## src/rtl/trig_slave_ctrl.sv

```systemverilog
module trig_slave_ctrl #(
  parameter int NTRIG = 4,
  localparam int SW = (NTRIG > 1) ? $clog2(NTRIG) : 1
) (
  input  logic             clk,
  input  logic             rst_n,
  input  logic             cen,
  input  logic [SW-1:0]    trig_sel,
  input  logic [2:0]       slave_mode,
  input  logic [NTRIG-1:0] trig_in,
  input  logic             enc_a,
  input  logic             enc_b,
  output logic             count_en,
  output logic             count_dir,
  output logic             cen_set,
  output logic             cnt_rst
);
  localparam logic [2:0] M_FREE = 3'd0;
  localparam logic [2:0] M_ENC  = 3'd3;
  localparam logic [2:0] M_GATE = 3'd5;
  localparam logic [2:0] M_TRIG = 3'd6;
  localparam logic [2:0] M_XCLK = 3'd7;

  logic sel_now, sel_q, a_q, b_q;
  logic rise, enc_step, enc_up;
  logic [2:0] mode;

  assign sel_now = trig_in[trig_sel];

  always_ff @(posedge clk or negedge rst_n) begin
    if (!rst_n) begin
      sel_q <= 1'b0;
      a_q   <= 1'b0;
      b_q   <= 1'b0;
    end else begin
      sel_q <= sel_now;
      a_q   <= enc_a;
      b_q   <= enc_b;
    end
  end

  assign rise     = sel_now & ~sel_q;
  assign enc_step = (enc_a ^ a_q) ^ (enc_b ^ b_q);
  assign enc_up   = enc_a ^ b_q;

  always_comb begin
    case (slave_mode)
      M_ENC, M_GATE, M_TRIG, M_XCLK: mode = slave_mode;
      default:                       mode = M_FREE;
    endcase
  end

  always_comb begin
    count_en  = 1'b0;
    count_dir = 1'b0;
    cen_set   = 1'b0;
    case (mode)
      M_ENC: begin
        count_en  = cen & enc_step;
        count_dir = cen & enc_step & ~enc_up;
      end
      M_GATE:  count_en = cen & sel_now;
      M_TRIG: begin
        count_en = cen;
        cen_set  = rise & ~cen;
      end
      M_XCLK:  count_en = cen & rise;
      default: count_en = cen;
    endcase
  end

  assign cnt_rst = cen_set;
endmodule

```

## config.mk

```make
export PLATFORM = sky130hd
export DESIGN_NAME = trig_slave_ctrl
export DESIGN_NICKNAME = d
export VERILOG_FILES = /design/src/rtl/trig_slave_ctrl.sv
export SDC_FILE = /design/constraint.sdc
export NUM_CORES = 1
export LEC_CHECK = 0
export BUFFER_PORTS_ARGS = -buffer_cell sky130_fd_sc_hd__buf_4
export CORE_AREA = 2 2 39 41
export DETAILED_ROUTE_END_ITERATION = 8
export DIE_AREA = 0 0 41 43
export RECOVER_POWER = 100
export REMOVE_ABC_BUFFERS = 1
export SYNTH_ARGS = -nofsm -noshare
export SYNTH_HDL_FRONTEND = slang
export SYNTH_SLANG_ARGS = --single-unit
```

## constraint.sdc

```tcl
create_clock -name clk -period 1.15 [get_ports clk]
set_clock_uncertainty 0.1 [all_clocks]
set_input_delay 0.0575 -clock clk [delete_from_list [all_inputs] [get_ports clk]]
set_output_delay 0.0575 -clock clk [all_outputs]
set_load 0.05 [all_outputs]
```

-- Word level (Yosys, flattened, before mapping)
Index checks and enable logic that the tools add are counted.
- output and inout port bits: 4
- bits in registers: 3
- logic and storage cells: 32
- input bits: 14
- magnitude comparators: 1
- multiplexer cells: 6
- bitwise gates (word level): 13
- reductions and logical operators: 1
- equality and inequality tests: 8
- operator list (operator ; number):
    3-bit equality test, second input constant ; 6
    1-bit bitwise AND ; 6
    3-bit by 2-bit equality test with 1-bit output, second input constant ; 2
    4-bit OR reduction ; 1
    1-bit bitwise XOR ; 4
    2-bit by 3-bit < comparator with 1-bit output, second input constant ; 1
    1-bit 2-to-1 mux ; 3
    3-bit 2-to-1 mux ; 1
    1-bit NOT ; 3
    1-bit case mux with 3 select lines ; 1
    1-bit binary-select mux with 2-bit select ; 1

-- Logic depth before layout (Yosys ltp)
Gate-level depths: netlist of run 1.
- depth after elaboration: 5
- mapped depth: 4

-- Worst setup path after synthesis of run 1
OpenSTA, ideal clock, no wires.
- kind: reg-to-output
- start: register sel_q
- end: output port cnt_rst
- stages on the path, launching flop included: 5
- slack: -1.152 ns
- arrival time: 2.144 ns
- required time: 0.993 ns
- cell sequence: dfrtp_1 nor2b_1 nand3_1 a211oi_1 buf_4
- longest elaborated chain between the ends: 4
- ends and longest elaborated chain (item ; line ; source):
    from (decl) ; 24 ; logic sel_now, sel_q, a_q, b_q;
    from (signal assigned) ; 36 ; sel_q <= sel_now;
    1-bit NOT ; 42 ; assign rise = sel_now & ~sel_q;
    1-bit bitwise AND ; 42 ;
    1-bit bitwise AND ; 65 ; cen_set = rise & ~cen;
    1-bit 2-to-1 mux ; 57 ; case (mode)
    to (decl) ; 16 ; output logic cnt_rst
No other way between the ends.

-- Worst setup path after layout of run 1
Same ends and word-level chain as after synthesis.

==> results of run 1 <==
metrics by stage:
stage	setup WS [ns]	instances	utilization, %	area (sq um)	hold WS [ns]
after floorplan	-1.774	22	-	207.7	-0.3381
after global placement	-0.05866	56	26.22	362.8	-0.2487
after detailed placement	-0.1025	56	26.22	362.8	-0.2496
after CTS	-0.2955	64	31.92	441.7	0.03770
after global routing	-0.3833	64	33.91	469.2	0.05996
final	-0.2914	64	33.91	469.2	0.06536
per-layer routing:
metal | up-vias | global-route usage [%] | share of wire (%)
met4 | 0 | 4.000 | 0
met1 | 126 | 7.143 | 31
met2 | 19 | 12.19 | 50
met3 | 0 | 6.806 | 18
met5 | - | 0 | 0
li1 | 134 | - | -
sequential cells by signal (all words and copies together), names as in the netlist:
name,count
a_q,1
b_q,1
sel_q,1
cell usage after synthesis:
cell | count | area share [%]
a211oi_1 | 1 | 3.5
a21oi_1 | 1 | 2.3
and4_4 | 1 | 5.2
buf_4 | 1 | 3.5
dfrtp_1 | 3 | 35
mux2_2 | 1 | 5.2
mux2i_1 | 1 | 4.7
nand2_1 | 2 | 3.5
nand3_1 | 1 | 2.3
nand4b_1 | 1 | 4.1
nor2_1 | 2 | 3.5
nor2b_1 | 1 | 2.9
nor3_1 | 1 | 2.3
nor3b_1 | 1 | 3.5
o21ai_0 | 1 | 2.3
o32ai_1 | 1 | 4.1
xnor2_1 | 3 | 12
cell type report:
type                       count  share of cell area [%]
multi-input combinational     19                   36.80
timing repair buffer          22                   37.33
sequential                     3                   16.00
tap                           16                   4.267
clock buffer                   4                   5.600
where the power goes:
part | internal [mW] | leakage (nW) | switching [mW]
Combinational | 0.0713 | 0.150 | 0.0632
Sequential | 0.113 | 0.0346 | 0.00418
Clock | 0.130 | 0.0150 | 0.0516
Total | 0.314 | 0.200 | 0.119
timing repair:
item / in CTS / in global routing
hold endpoints to repair: 6 / 0
resized for setup: 3 / 8
setup endpoints to repair: 4 / 4
gates cloned: 0 / 0
pin swaps: 0 / 2
hold buffers: 4 / 0
final timing paths:
| check | to | cells after the start | slack [ns] | startpoint |
|---|---|---|---|---|
| setup / recovery | cnt_rst | 4 | -0.29 | sel_q |
| min in group clk | sel_q | 3 | 0.16 | trig_in[1] |
| hold / removal | sel_q | 2 | 0.07 | rst_n |
| max in group asynchronous | a_q | 2 | 0.72 | rst_n |
cell families after synthesis:
| kind of cell | after synthesis | share of synthesized area [%] |
|---|---|---|
| compound gates | 4 | 12.21 |
| mux | 2 | 9.884 |
| xor+xnor | 3 | 12.21 |
| simple gates | 10 | 27.33 |
| buf+inv | 1 | 3.490 |
| flops | 3 | 34.88 |
==> results.json, run 1 <==
{
  "final.setup.worst_slack_ns": -0.2914,
  "grt_usage_pct": 8.056,
  "area_growth_pct": 118.0,
  "grt_start_max_net_pins": 6,
  "wirelength_um": 652,
  "failed_checks": "negative setup slack",
  "critPathTopFamily": "flip-flops",
  "slew_violations": 0,
  "routed_via_density": 4.359,
  "cts.sinks": 3,
  "crit_required_ns": 0.99,
  "drive_above_1_share_pct": 52.08,
  "power_density_nw_per_um2": 923.3,
  "cts_buffers": 3,
  "fp.coreArea_sq_um": 1384,
  "min_path_type": "primary input to async pin",
  "die-height_um": 43,
  "grt_pass1_vias": 224,
  "cts_setup_buffers": 0,
  "critPathArrivalTime_ns": 1.28,
  "multi_input_area_sq_um": 172.7,
  "maxSlewHeadroom_pct": 70.44,
  "die_area_sq_um": 1763,
  "setup_viol": 4,
  "crit_path_cell_trace": "nor2b_2 -> nand3_2 -> a211oi_4 -> buf_6",
  "final_common_cell": "buf_4",
  "power_mw": 0.4332,
  "cap_violations": 0,
  "ant_nets": 0,
  "post-route-min-period_ns": 1.441,
  "tightest_slew_ns": 0.4310,
  "tritoncts": "built",
  "first_iter_violations": 5,
  "clkTransAtPathRegs_ns": 0.04,
  "crit_type": "flip-flop to primary output",
  "wl_per_cell_um": 10.19,
  "avgSynthCellArea_sq_um": 9.357,
  "seq_area_sq_um": 75.07,
  "portBuffers": 17,
  "synth.distinct_cells": 17,
  "firstDrtPassIters": 4,
  "slowest_stage": "dfrtp_1",
  "end_kind": "primary output",
  "die_w_um": 41,
  "rows": 14,
  "clock-root-buffer": "clkbuf_4",
  "drc": 0,
  "syn_area_sq_um": 215.2,
  "ys_ff_latch": 3,
  "ir_worst_vdd_mv": 0.5889,
  "fillers": 154,
  "layout_common_cells": "buf_4 (12), clkbuf_1 (4), dlygate4sd3_1 (4)",
  "max_freq_mhz": 693.8,
  "grt_setup_unrepaired": "true",
  "finalHoldViolCount": 0,
  "grt_pass1_wl_um": 869,
  "leakage_nw": 0.1996,
  "via_count": 279,
  "worst_setup_path_start_kind": "flip-flop",
  "gp_congestion": 0.5651,
  "crit_fanout": 2,
  "overflow": 0,
  "critPathBufInv": 1,
  "antenna_found_initial": 0,
  "slowest_delay_ns": 0.36,
  "timing.final.crit_share_pct": 125.3,
  "fin_setup_tns_ns": -1.031,
  "start_util_pct": 15.55,
  "yosysSeqAreaShare_pct": 34.88,
  "clock_path_buffers": 2,
  "ys_warn_count": 0,
  "io_pins": 18,
  "insertedDiodeCount": 0,
  "syn_inst": 23,
  "fin_nets": 63,
  "status": "finished with violations",
  "htree_levels": 1
}
No activity file was read; power rests on OpenSTA's default activity.
==> run 2: changes to the inputs <==
- BUFFER_PORTS_ARGS: -buffer_cell sky130_fd_sc_hd__buf_4 -> default
- CAP_MARGIN: default -> 25
- DONT_BUFFER_PORTS: default -> 1
==> run 2 against run 1 <==
  * The run still ends with negative setup slack left
  * Worst setup slack improved by 0.035 ns
  * Clock power about the same
  * Global-route usage decreased by 2.2 points
  * Non-clock buffer count decreased by 12
  * Sequential power about the same
  * Clock-buffer cell count unchanged
  * Wire length decreased by 22%
  * Flip-flop and latch count unchanged
  * Fmax increased by 2.5%
  * Total power decreased by 7.1%
  * Combinational power decreased by 21%
  * Critical endpoint unchanged
  * Largest cell class is now multi-input gates
  * Highest routed layer unchanged
==> results.json, run 2 (synthesis results as in run 1) <==
{
  "status": "finished with violations",
  "failed_checks": "negative setup slack",
  "fillers": 146,
  "slowest_delay_ns": 0.36,
  "top_regs": "a_q x1, b_q x1, sel_q x1",
  "p_switching_mw": 0.1014,
  "finalHoldViolCount": 0,
  "combPwrFrac_pct": 26.4,
  "internal_power_mw": 0.3010,
  "crit_required_ns": 0.99,
  "netSwitchingFraction_pct": 25.19,
  "dp_hpwl_um": 429,
  "maxSlewHeadroom_pct": 83.06,
  "portBuffers": 0,
  "seq_area_sq_um": 75.07,
  "die_area_sq_um": 1763,
  "cap_violations": 0,
  "grt_pass1_wl_um": 669,
  "dp.cells": 43,
  "top_layer": "met3",
  "worst_setup_path_start_kind": "flip-flop",
  "clkTransAtPathRegs_ns": 0.04,
  "end_kind": "primary output",
  "layout.cells.non_filler": 52,
  "tritoncts": "built",
  "layout_common_cells": "dlygate4sd3_1 (5), dfrtp_1 (3), clkbuf_4 (3)",
  "first_iter_violations": 5,
  "post-route-min-period_ns": 1.406,
  "grt_setup_unrepaired": "true",
  "fin_setup_tns_ns": -0.9952,
  "critPathBufInv": 1,
  "rows": 14,
  "power_mw": 0.4024,
  "start_util_pct": 15.55,
  "multi_input_area_sq_um": 167.7,
  "min_path_type": "primary input to flip-flop",
  "critPathTopFamily": "flip-flops",
  "hold_start": "trig_in[0]",
  "final.setup.worst_slack_ns": -0.2563,
  "power_frac_clock_pct": 44.7,
  "grt_start_max_net_pins": 6,
  "fin_nets": 51,
  "wirelength_um": 511,
  "slew_violations": 0,
  "crit_fanout": 2,
  "m1WireLength_um": 182,
  "crit_path_cell_trace": "nor2b_2 -> nand3_1 -> a211oi_4 -> buf_12",
  "firstDrtPassIters": 4,
  "power_density_nw_per_um2": 1014,
  "ant_nets": 0,
  "setup_viol": 4,
  "dr_wl_met3_um": 102,
  "tightest_slew_ns": 0.2531,
  "routed_via_density": 4.404,
  "grt_pass1_vias": 203,
  "antenna_found_initial": 0,
  "insertedDiodeCount": 0,
  "drc": 0,
  "leakage_nw": 0.1500,
  "critPathArrivalTime_ns": 1.25,
  "crit_path_start": "sel_q",
  "dr_wl_met2_um": 226,
  "io_pins": 18,
  "grt_usage_pct": 5.841,
  "clock-root-buffer": "clkbuf_4",
  "htree_levels": 1,
  "fp.coreArea_sq_um": 1384,
  "via_count": 229,
  "final_common_cell": "dlygate4sd3_1",
  "gp_congestion": 0.6045,
  "crit_type": "flip-flop to primary output",
  "die_w_um": 41,
  "max_freq_mhz": 711.1,
  "timing.final.crit_share_pct": 122.3,
  "drive_above_1_share_pct": 41.67,
  "wl_per_cell_um": 9.827,
  "area_growth_pct": 84.30,
  "overflow": 0,
  "cts.sinks": 3,
  "seq_power_share_pct": 29.0,
  "ir_worst_vdd_mv": 0.6128,
  "cts_buffers": 3,
  "die-height_um": 43,
  "slowest_stage": "dfrtp_1",
  "clock_path_buffers": 2
}
==> run 2: layout make-up <==
cell class	count	area share (%)
Multi-Input combinational cell	19	42.27
Timing Repair Buffer	10	27.13
Sequential cell	3	18.93
Clock buffer	4	6.625
Tap cell	16	5.047
==> run 2: tightest hold or removal path: stages <==
cell and delay, ns:
mux2_2 0.14, nor2_1 0.07, a21oi_1 0.14
==> run 2: worst paths after layout <==
kind | to | slack, ns | depth (start not counted)
max | cnt_rst | -0.26 | 4
min | sel_q | 0.13 | 3
max in group asynchronous | b_q | 0.30 | 2
min in group asynchronous | sel_q | 0.51 | 2
==> run 2: metrics by stage <==
stage | hold WS [ns] | util [%] | setup WS, ns | instance area, sq um
global route | 0.1473 | 28.66 | -0.3287 | 396.6
detailed placement | -0.3380 | 21.88 | -0.05176 | 302.8
floorplan | -0.3381 | - | -1.774 | 207.7
CTS | 0.1268 | 27.94 | -0.2998 | 386.6
global placement | -0.3380 | 21.88 | -0.05458 | 302.8
finish | 0.1313 | 28.66 | -0.2563 | 396.6
==> run 2: power by group through the flow <==
stage,registers [mW],logic [mW],clock network [mW]
finish,0.116,0.106,0.180
global route,0.117,0.114,0.200
CTS,0.116,0.105,0.187
detailed placement,0.117,0.0861,0
global placement,0.117,0.0857,0
floorplan,0.116,0.0549,0
==> run 2: timing repair <==
action                                  CTS  global route
resized for setup                         2             2
hold buffers                              5             0
endpoints found under the hold margin     6             0
buffers inserted                          0             0
endpoints found under the setup margin    4             4
pin swaps                                 0             0
==> run 2: routing by layer <==
layer  global-route usage (%)  up-vias
met1                    5.844      103
met3                    2.618        0
li1                         -      109
met4                    6.000        0
met5                        0        -
met2                    8.125       17
==> run 3: changes to the inputs <==
- REMOVE_ABC_BUFFERS: 1 -> default
==> run 3 against run 2 <==
  * The flow still finishes with violations (negative setup slack)
  * Clock-buffer cell count unchanged
  * Non-clock buffer count unchanged
  * Critical path depth unchanged
  * Via count increased by 0.44%
  * Largest cell class unchanged
  * Highest routed layer unchanged
==> results.json, run 3 (synthesis results as in run 1) <==
{
  "first_iter_violations": 3,
  "overflow": 0,
  "htree_levels": 1,
  "min_to": "sel_q",
  "ant_nets": 0,
  "dp_slack_ns": -0.1022,
  "grt_pass1_vias": 246,
  "slowest_delay_ns": 0.38,
  "drive_above_1_share_pct": 52.78,
  "min_path_type": "primary input to flip-flop",
  "start_util_pct": 15.55,
  "final.setup.worst_slack_ns": -0.2940,
  "rows": 14,
  "dp_hpwl_um": 439.1,
  "crit_path_cell_trace": "xnor2_2 -> buf_4 -> nor3b_4 -> buf_12",
  "fin_nets": 51,
  "cap_violations": 0,
  "hold_start": "trig_in[0]",
  "wirelength_um": 589,
  "ir_worst_vdd_mv": 0.4313,
  "max_freq_mhz": 692.5,
  "power_frac_clock_pct": 41.2,
  "hold_path_depth": 3,
  "layout_common_cells": "dlygate4sd3_1 (5), xnor2_2 (3), dfrtp_1 (3), clkbuf_4 (3), buf_12 (3)",
  "grt_usage_pct": 7.964,
  "clock-root-buffer": "clkbuf_4",
  "firstDrtPassIters": 4,
  "power_density_nw_per_um2": 964.2,
  "crit_fanout": 2,
  "cts_setup_buffers": 0,
  "final_common_cell": "dlygate4sd3_1",
  "grt_pass1_wl_um": 890,
  "fp.coreArea_sq_um": 1384,
  "routed_via_density": 4.423,
  "post-route-min-period_ns": 1.444,
  "combPwrFrac_pct": 32.2,
  "slowest_stage": "dfrtp_1",
  "critPathArrivalTime_ns": 1.29,
  "leakage_nw": 0.1743,
  "timing.final.crit_share_pct": 125.6,
  "drc": 0,
  "die-height_um": 43,
  "maxSlewHeadroom_pct": 77.98,
  "seq_power_share_pct": 26.6,
  "clkTransAtPathRegs_ns": 0.03,
  "wl_per_cell_um": 11.33,
  "insertedDiodeCount": 0,
  "grt_start_max_net_pins": 6,
  "synth_fp_nets": 37,
  "worst_setup_path_start_kind": "flip-flop",
  "netSwitchingFraction_pct": 26.74,
  "io_pins": 18,
  "portBuffers": 0,
  "power_mw": 0.4392,
  "grt_setup_unrepaired": "true",
  "clock_path_buffers": 2,
  "top_regs": "a_q x1, b_q x1, sel_q x1",
  "end_kind": "primary output",
  "antenna_found_initial": 0,
  "crit_required_ns": 0.99,
  "tritoncts": "built",
  "die_w_um": 41,
  "finalHoldViolCount": 0,
  "failed_checks": "negative setup slack",
  "setup_viol": 4,
  "internal_power_mw": 0.3217,
  "die_area_sq_um": 1763,
  "area_growth_pct": 111.6,
  "slew_violations": 0,
  "via_count": 230,
  "cts_buffers": 3,
  "crit_type": "flip-flop to primary output",
  "gp_congestion": 0.6249,
  "p_switching_mw": 0.1174,
  "status": "finished with violations",
  "tightest_slew_ns": 0.3278,
  "cts.sinks": 3,
  "final_util_pct": 32.91
}
==> run 3: cell counts in the layout (fill, tap and decap cells not counted) <==
Identical to the previous run, type by type.
==> run 3: what timing repair did <==
action / in CTS / in global routing
pin swaps: 2 / 0
resized for setup: 6 / 0
hold endpoints to repair: 6 / 0
hold buffers: 5 / 0
endpoints found under the setup margin: 4 / 4
==> run 3: worst max-delay path by stage <==
| stage | depth (start not counted) | slack [ns] | end | from |
|---|---|---|---|---|
| 2_1_floorplan | 4 | -0.40 | cnt_rst | sel_q |
| 3_3_place_gp | 4 | -0.09 | cnt_rst | sel_q |
| 3_5_place_dp | 4 | -0.10 | cnt_rst | sel_q |
| 4_1_cts | 4 | -0.30 | count_dir | a_q |
| 5_1_grt | 4 | -0.34 | count_dir | a_q |
| 6_report | 4 | -0.29 | count_dir | a_q |
==> run 3: area by class of cell <==
| cell class | instances | area [sq um] |
|---|---|---|
| clock buffer | 4 | 26.28 |
| tap | 16 | 20.02 |
| sequential | 3 | 75.07 |
| fill | 145 | 928.4 |
| multi-input combinational | 19 | 209.0 |
| timing repair buffer | 10 | 125.1 |
==> run 3: through the flow <==
| stage | hold slack, ns | std cells | setup TNS [ns] | area [sq um] |
|---|---|---|---|---|
| floorplan | -0.3381 | 23 | -0.7451 | 269.0 |
| global placement | -0.3380 | 43 | -0.2773 | 352.8 |
| detailed placement | -0.3380 | 43 | -0.3143 | 352.8 |
| CTS | 0.1341 | 52 | -1.148 | 455.4 |
| global route | 0.1689 | 52 | -1.306 | 455.4 |
| finish | 0.1278 | 52 | -1.131 | 455.4 |
==> run 3: power by group through the flow <==
stage	clock network, mW	registers [mW]	logic [mW]
after floorplan	0	0.117	0.0797
after global placement	0	0.117	0.112
after detailed placement	0	0.117	0.113
after CTS	0.193	0.117	0.140
after global routing	0.194	0.117	0.151
final	0.181	0.117	0.141
==> run 3: worst max-delay path, delay by kind of cell, from the launching register on <==
kind	cells	cell delay (ns)
DFF	1	0.38
xor gates and xnor gates	1	0.16
buffers and inverters	2	0.31
and+or+nand+nor	1	0.20
==> run 3: per-layer routing <==
| metal | global-route usage, % | vias up | part of all wire, % |
|---|---|---|---|
| met1 | 8.143 | 104 | 29 |
| met3 | 2.618 | 0 | 17 |
| met5 | 0 | - | 0 |
| met4 | 8.000 | 0 | 0 |
| met2 | 11.56 | 16 | 54 |
| li1 | - | 110 | - |
